$ cat src/rtl/intx_pkg.sv
package intx_pkg;
   localparam int unsigned NUM_WIRES = 4;
   localparam int unsigned PIN_W     = 3;
   localparam int unsigned WIRE_W    = $clog2(NUM_WIRES);

   typedef enum logic [WIRE_W-1:0] {
      WIRE_A = 2'd0,
      WIRE_B = 2'd1,
      WIRE_C = 2'd2,
      WIRE_D = 2'd3
   } wire_e;

   // pin setting to one-hot wire select; out-of-range codes select nothing
   function automatic logic [NUM_WIRES-1:0] pin_to_wire(input logic [PIN_W-1:0] pin);
      logic [NUM_WIRES-1:0] sel;
      sel = '0;
      for (int w = 0; w < NUM_WIRES; w++) begin
         if (pin == PIN_W'(w + 1)) sel[w] = 1'b1;
      end
      return sel;
   endfunction
endpackage

$ cat src/rtl/intx_route.sv
module intx_route
   import intx_pkg::*;
#(
   parameter int unsigned NUM_FUNC = 8
) (
   input  logic [NUM_FUNC-1:0]       lvl,
   input  logic [NUM_FUNC*PIN_W-1:0] pin,
   input  logic [NUM_FUNC-1:0]       dis,
   output logic [NUM_WIRES-1:0]      wire_or
);
   logic [NUM_WIRES-1:0] contrib [NUM_FUNC];

   for (genvar f = 0; f < NUM_FUNC; f++) begin : g_func
      always_comb begin
         contrib[f] = '0;
         if (lvl[f] && !dis[f]) contrib[f] = pin_to_wire(pin[f*PIN_W +: PIN_W]);
      end
   end

   always_comb begin
      wire_or = '0;
      for (int f = 0; f < NUM_FUNC; f++) wire_or = wire_or | contrib[f];
   end
endmodule

$ cat src/rtl/intx_wire_rec.sv
module intx_wire_rec (
   input  logic clk,
   input  logic rst_n,
   input  logic cur,
   input  logic load,
   output logic rec,
   output logic need
);
   always_ff @(posedge clk) begin
      if (!rst_n)    rec <= 1'b0;
      else if (load) rec <= cur;
   end

   assign need = cur ^ rec;

   // a committed message always flips the recorded state
   AST_LOAD_FLIPS: assert property (@(posedge clk) disable iff (!rst_n)
      load |=> rec != $past(rec));
endmodule

$ cat src/rtl/intx_msg_arb.sv
module intx_msg_arb
   import intx_pkg::*;
#(
   parameter int unsigned NW = NUM_WIRES
) (
   input  logic                  clk,
   input  logic                  rst_n,
   input  logic [NW-1:0]         need,
   input  logic [NW-1:0]         cur,
   input  logic                  msg_ready,
   output logic [NW-1:0]         load,
   output logic                  msg_valid,
   output logic [$clog2(NW)-1:0] msg_wire,
   output logic                  msg_assert
);
   localparam int unsigned IW = $clog2(NW);

   logic [NW-1:0] pick;
   logic          found;
   logic [IW-1:0] idx;
   logic          lvl_sel;
   logic          out_free;

   always_comb begin
      pick    = '0;
      found   = 1'b0;
      idx     = '0;
      lvl_sel = 1'b0;
      for (int i = 0; i < NW; i++) begin
         if (need[i] && !found) begin
            pick[i] = 1'b1;
            found   = 1'b1;
            idx     = IW'(i);
            lvl_sel = cur[i];
         end
      end
   end

   assign out_free = !msg_valid || msg_ready;
   assign load     = out_free ? pick : '0;

   always_ff @(posedge clk) begin
      if (!rst_n) begin
         msg_valid  <= 1'b0;
         msg_wire   <= '0;
         msg_assert <= 1'b0;
      end else if (out_free) begin
         msg_valid <= found;
         if (found) begin
            msg_wire   <= idx;
            msg_assert <= lvl_sel;
         end
      end
   end

   AST_HOLD_STABLE: assert property (@(posedge clk) disable iff (!rst_n)
      msg_valid && !msg_ready |=> msg_valid && $stable(msg_wire) && $stable(msg_assert));
   AST_ONE_COMMIT: assert property (@(posedge clk) disable iff (!rst_n)
      $onehot0(load));
   AST_LOWEST_FIRST: assert property (@(posedge clk) disable iff (!rst_n)
      (out_free && need[0]) |=> msg_valid && msg_wire == '0);
endmodule

$ cat src/rtl/intx_msg_agg.sv
module intx_msg_agg
   import intx_pkg::*;
#(
   parameter int unsigned NUM_FUNC   = 8,
   parameter bit          REG_INPUTS = 1'b1
) (
   input  logic                       clk,
   input  logic                       rst_n,
   input  logic [NUM_FUNC-1:0]        irq_lvl,
   input  logic [NUM_FUNC*PIN_W-1:0]  pin_cfg,
   input  logic [NUM_FUNC-1:0]        irq_dis,
   output logic                       msg_valid,
   input  logic                       msg_ready,
   output logic                       msg_assert,
   output logic [WIRE_W-1:0]          msg_wire,
   output logic [NUM_FUNC-1:0]        func_irq_sts
);
   if (NUM_FUNC < 1 || NUM_FUNC > 8) begin : g_bad_cfg
      $error("intx_msg_agg: NUM_FUNC must lie in 1..8");
   end

   logic [NUM_FUNC-1:0]  lvl_q;
   logic [NUM_WIRES-1:0] wire_or;
   logic [NUM_WIRES-1:0] rec;
   logic [NUM_WIRES-1:0] need;
   logic [NUM_WIRES-1:0] load;
   logic                 past_ok;

   if (REG_INPUTS) begin : g_in_reg
      always_ff @(posedge clk) begin
         if (!rst_n) lvl_q <= '0;
         else        lvl_q <= irq_lvl;
      end
   end else begin : g_in_comb
      assign lvl_q = irq_lvl;
   end

   always_ff @(posedge clk) begin
      if (!rst_n) begin
         func_irq_sts <= '0;
         past_ok      <= 1'b0;
      end else begin
         func_irq_sts <= irq_lvl;
         past_ok      <= 1'b1;
      end
   end

   intx_route #(.NUM_FUNC(NUM_FUNC)) u_route (
      .lvl     (lvl_q),
      .pin     (pin_cfg),
      .dis     (irq_dis),
      .wire_or (wire_or)
   );

   for (genvar w = 0; w < NUM_WIRES; w++) begin : g_wire
      intx_wire_rec u_rec (
         .clk   (clk),
         .rst_n (rst_n),
         .cur   (wire_or[w]),
         .load  (load[w]),
         .rec   (rec[w]),
         .need  (need[w])
      );
   end

   intx_msg_arb #(.NW(NUM_WIRES)) u_arb (
      .clk        (clk),
      .rst_n      (rst_n),
      .need       (need),
      .cur        (wire_or),
      .msg_ready  (msg_ready),
      .load       (load),
      .msg_valid  (msg_valid),
      .msg_wire   (msg_wire),
      .msg_assert (msg_assert)
   );

   AST_MSG_MATCH_RECORD: assert property (@(posedge clk) disable iff (!rst_n)
      msg_valid |-> msg_assert == rec[msg_wire]);
   AST_STS_FOLLOWS: assert property (@(posedge clk) disable iff (!rst_n)
      past_ok |-> func_irq_sts == $past(irq_lvl));
endmodule

$ cat config.mk
export PLATFORM = sky130hd
export DESIGN_NAME = intx_msg_agg
export DESIGN_NICKNAME = d
export VERILOG_FILES = /design/src/rtl/intx_pkg.sv /design/src/rtl/intx_route.sv /design/src/rtl/intx_wire_rec.sv /design/src/rtl/intx_msg_arb.sv /design/src/rtl/intx_msg_agg.sv
export SDC_FILE = /design/constraint.sdc
export NUM_CORES = 1
export LEC_CHECK = 0
export ABC_AREA = 1
export BUFFER_PORTS_ARGS = -buffer_cell sky130_fd_sc_hd__buf_2
export CELL_PAD_IN_SITES_DETAIL_PLACEMENT = 0
export CELL_PAD_IN_SITES_GLOBAL_PLACEMENT = 2
export CORE_ASPECT_RATIO = 1.75
export CORE_MARGIN = 1.5
export CORE_UTILIZATION = 20
export CTS_CLUSTER_DIAMETER = 150
export CTS_CLUSTER_SIZE = 12
export DETAILED_ROUTE_END_ITERATION = 16
export PLACE_DENSITY_LB_ADDON = 0.3
export SLEW_MARGIN = 20
export SYNTH_ARGS = -nofsm -noshare
export SYNTH_HDL_FRONTEND = slang
export SYNTH_HIERARCHICAL = 1
export SYNTH_SLANG_ARGS = --single-unit
$ cat constraint.sdc
create_clock -name clk -period 1.5 [get_ports clk]
set_input_delay 0.15 -clock clk [delete_from_list [all_inputs] [get_ports clk]]
set_output_delay 0.15 -clock clk [all_outputs]
set_load 0.1 [all_outputs]
### Word level (Yosys, flattened, before mapping)

Cells that the tools add are included.

* input bits: 43
* output and inout port bits: 12
* register bits after elaboration: 16
* word-level logic and storage cells: 131

* bitwise gates (word level): 11
* multiplexer cells: 55
* reduce and logical (&&, ||, !) cells: 25
* eq/ne operators: 32

Operator list (count)
* equality test 3 x 2 -> 1 bit (second input constant): 16
* 2-to-1 mux 1 bit: 44
* 2-to-1 mux 4 bit: 9
* bitwise OR 4 bit: 7
* equality test 3 x 1 -> 1 bit (second input constant): 8
* equality test 3 bit (second input constant): 8
* zero test 1 bit: 12
* logical AND 1 bit: 11
* 2-to-1 mux 2 bit: 2
* XOR 1 bit: 4
* AND reduction 2 bit: 1
* logical OR 1 bit: 1

### Depth between registers and ports, before layout

* depth in word-level cells: 22
* mapped depth: 14
* mapped depth without buffers: 14

### Modules after synthesis

Netlist, hierarchy kept.

By module, submodules not included
* intx_route: times used 1, cells each 114, sequential area each 0.0 sq um, area each 554.3 sq um
* intx_msg_arb: times used 1, cells each 40, sequential area each 80.1 sq um, area each 247.7 sq um
* intx_msg_agg: times used 1, cells each 25, sequential area each 160.2 sq um, area each 225.2 sq um
* intx_wire_rec: times used 4, cells each 7, sequential area each 20.0 sq um, area each 50.0 sq um

### Least setup slack after synthesis

No wires, ideal clock.

* path type: register to register
* start: register, netlist name func_irq_sts[1]
* end: register g_wire[2].u_rec.rec
* stages on the path, launching flop included: 13
* required time: 1.386 ns
* setup slack: -0.904 ns
* buffers on the path: 0
* clock period less this slack: 2.404 ns
* arrival time: 2.290 ns
* library setup time: 0.114 ns
* path through: dfxtp_1 > inv_1 > nor2_4 > nand3_1 > nand2_1 > nor2_1 > nand2_1 > xor2_1 > inv_1 > nor4_1 > nand2_1 > nand2_1 > nor2_2

RTL lines
* to (signal assigned): RTL line intx_wire_rec.sv:11 `else if (load) rec <= cur;`
* to (decl): RTL line intx_wire_rec.sv:6 `output logic rec,`

==> impl_metrics.json <==
{
  "status": "finished with violations",
  "violations": "setup timing",
  "clock-sinks": 16,
  "dp_hpwl_um": 3270,
  "avgSynthCellArea_um2": 5.93,
  "maxSlewHeadroom_pct": 67.3,
  "p_int_mw": 1.03,
  "rr_worst_depth": 13,
  "fp.dieW_um": 62.2,
  "final_common_cell": "buf_2",
  "fin_ws_ns": -0.174,
  "grt_max_degree": 16,
  "switching_power_mw": 1.09,
  "wl_per_cell_um": 11.0,
  "numCtsBuffers": 3,
  "dp_slack_ns": -0.300,
  "die_h_um": 107,
  "cp-start-kind": "flip-flop",
  "io_buffers": 54,
  "instances_no_fill": 354,
  "timing.clock.skew_ns": 0.00457,
  "power.density_nw_per_um2": 1100,
  "worstSetupPathType": "flip-flop to flip-flop",
  "drive_above_1_share_pct": 52.2,
  "grt_pass1_wl_um": 6300,
  "mostFrequentLayoutCells": "buf_2, nand2_1, nor2_1",
  "power_mw": 2.12,
  "seq_area_frac_synth_pct": 26.1,
  "core_um2": 5930,
  "pwr-share-clk_pct": 16.1,
  "reg2reg_from": "func_irq_sts[1]",
  "grt_pass1_vias": 1486,
  "cp_max_fo": 5,
  "hold_class": "input port to flip-flop",
  "placementRows": 37,
  "combPwrFrac_pct": 56.8,
  "ys_types": 17,
  "peakVddDrop_mv": 0.862,
  "clkTransAtPathRegs_ns": 0.07,
  "overflow": 0,
  "synth-seq-cells": 16,
  "antenna_found_initial": 0,
  "n_antenna_cell": 0,
  "yosysTopAreaCell": "dfxtp_1",
  "finalSetupTns_ns": -1.06,
  "placedCellCount": 348,
  "io_pins": 55,
  "ant_nets": 0,
  "via_per_inst": 4.09,
  "leakage_nw": 1.01,
  "area_growth_pct": 57.3,
  "max_freq_ghz": 0.598,
  "cts_tree": "done",
  "ys_top_cells_by_area": "dfxtp_1, nand2_1, nand3_1",
  "drt_pass1_iterations": 4,
  "synth_fp_nets": 250,
  "slew_violations": 0,
  "hold_start": "irq_lvl[4]",
  "required_ns": 1.65,
  "start_util_pct": 20.7,
  "drc": 0,
  "grtUsageTotal_pct": 12.1,
  "rsz0062_at_grt": "true",
  "critPathCaptureType": "flip-flop",
  "place_congestion": 0.789,
  "drtIter0Drc": 21,
  "via_count": 1448,
  "whs_path_depth": 3,
  "routed_wirelength_um": 3890,
  "netlist_area_um2": 1230,
  "synth_top_cell_area_share_pct": 26.1,
  "seq_power_share_pct": 27.1,
  "r2r_setup_slack_ns": -0.17,
  "die_area_um2": 6630,
  "switching_share_pct": 51.2,
  "cap_violations": 0,
  "cp.arrival_ns": 1.82,
  "tightest_slew_ns": 0.495,
  "period_needed_ns": 1.67,
  "h-tree-depth": 1,
  "setup_viol": 8,
  "root_buffer": "clkbuf_8",
  "hold_viol": 0,
  "final_nets": 320,
  "ys_warn_count": 6,
  "r2r_end": "u_arb/msg_wire[0]",
  "final.period_utilization_pct": 112,
  "clk_path_buf_depth": 2,
  "holdPathEnd": "func_irq_sts[4]",
  "clk_latency_ns": 0.25,
  "synthCells": 207
}
[logic make-up after synthesis]
| logic type | Yosys count | share of synthesized area, % |
|---|---|---|
| buffers and inverters | 42 | 12.9 |
| XOR/XNOR | 4 | 2.85 |
| flip-flops | 16 | 26.1 |
| AO/OA/AOI/OAI | 5 | 2.34 |
| AND/OR/NAND/NOR | 140 | 55.8 |
[flip-flops by register name, indices dropped and copies added, names as in the netlist]
name and count:
u_arb/msg_valid 1, u_arb/msg_assert 1, g_wire.u_rec/rec 4, func_irq_sts 8, u_arb/msg_wire 2
[repair_timing]
action,in CTS,in global routing
endpoints found under the setup margin,8,8
hold buffers,0,0
buffers inserted,1,1
pin swaps,10,19
gates resized for setup,18,20
[layout make-up]
class                      count  area, um2
tap                           78       97.6
multi-input combinational    149        922
inverter                      41        154
timing repair buffer          66        360
fill                         716       4000
sequential                    16        352
clock inverter                 1       3.75
clock buffer                   3       41.3
[cell usage after synthesis]
library cell,count
o21ai_0,2
xor2_1,4
nor4_1,1
nand3b_1,4
nor2_1,38
nand2_1,42
nand2_2,1
a21oi_2,1
nand3_2,1
nor3_1,1
a21oi_1,2
nor2_2,13
dfxtp_1,16
inv_1,41
nand3_1,31
buf_2,1
nor2_4,8
[metal layers]
metal	routed length (um)	up-vias	share of wire, %	GRT usage [%]
met5	0	-	0	0
met4	74	0	1.9	5.56
met3	104	6	2.7	1.36
met2	2400	32	62	26.5
met1	1310	646	34	10.5
li1	-	764	-	-
[worst max path at each step]
stage,from,to,slack (ns),cells past startpoint
floorplan,func_irq_sts[3],u_arb/msg_assert,-0.29,13
detailed placement,func_irq_sts[1],g_wire[3].u_rec/rec,-0.30,13
global placement,func_irq_sts[1],g_wire[3].u_rec/rec,-0.29,13
CTS,func_irq_sts[6],u_arb/msg_assert,-0.19,13
finish,func_irq_sts[1],u_arb/msg_wire[0],-0.17,13
global route,func_irq_sts[3],u_arb/msg_assert,-0.31,13
[critical path, cell delays in order, from the launching register on]
cell      delay [ns]
dfxtp_4         0.34
inv_2           0.06
nor2_4          0.04
nand3b_1        0.09
nand2_2         0.08
nor2_4          0.12
nand2_4         0.08
xor2_4          0.19
nor2_4          0.17
nand3_2         0.11
nand2_4         0.11
inv_2           0.05
nor2_2          0.09
nor2_1          0.05
[metrics by stage]
step           hold slack, ns  utilization [%]  instance area, um2
2_1_floorplan           0.243                -                1280
3_3_place_gp            0.330             29.1                1720
3_5_place_dp            0.332             29.1                1720
4_1_cts                0.0653             31.3                1860
5_1_grt                0.0780             32.6                1930
6_report               0.0736             32.6                1930
[power by group through the flow]
stage | registers [mW] | logic, mW | clock network (mW)
5_1_grt | 0.589 | 1.30 | 0.373
4_1_cts | 0.572 | 1.18 | 0.365
6_report | 0.575 | 1.21 | 0.342
3_3_place_gp | 0.566 | 1.09 | 0
2_1_floorplan | 0.955 | 0.417 | 0
3_5_place_dp | 0.567 | 1.08 | 0
Note: power is estimated with default switching activity, not from simulation.
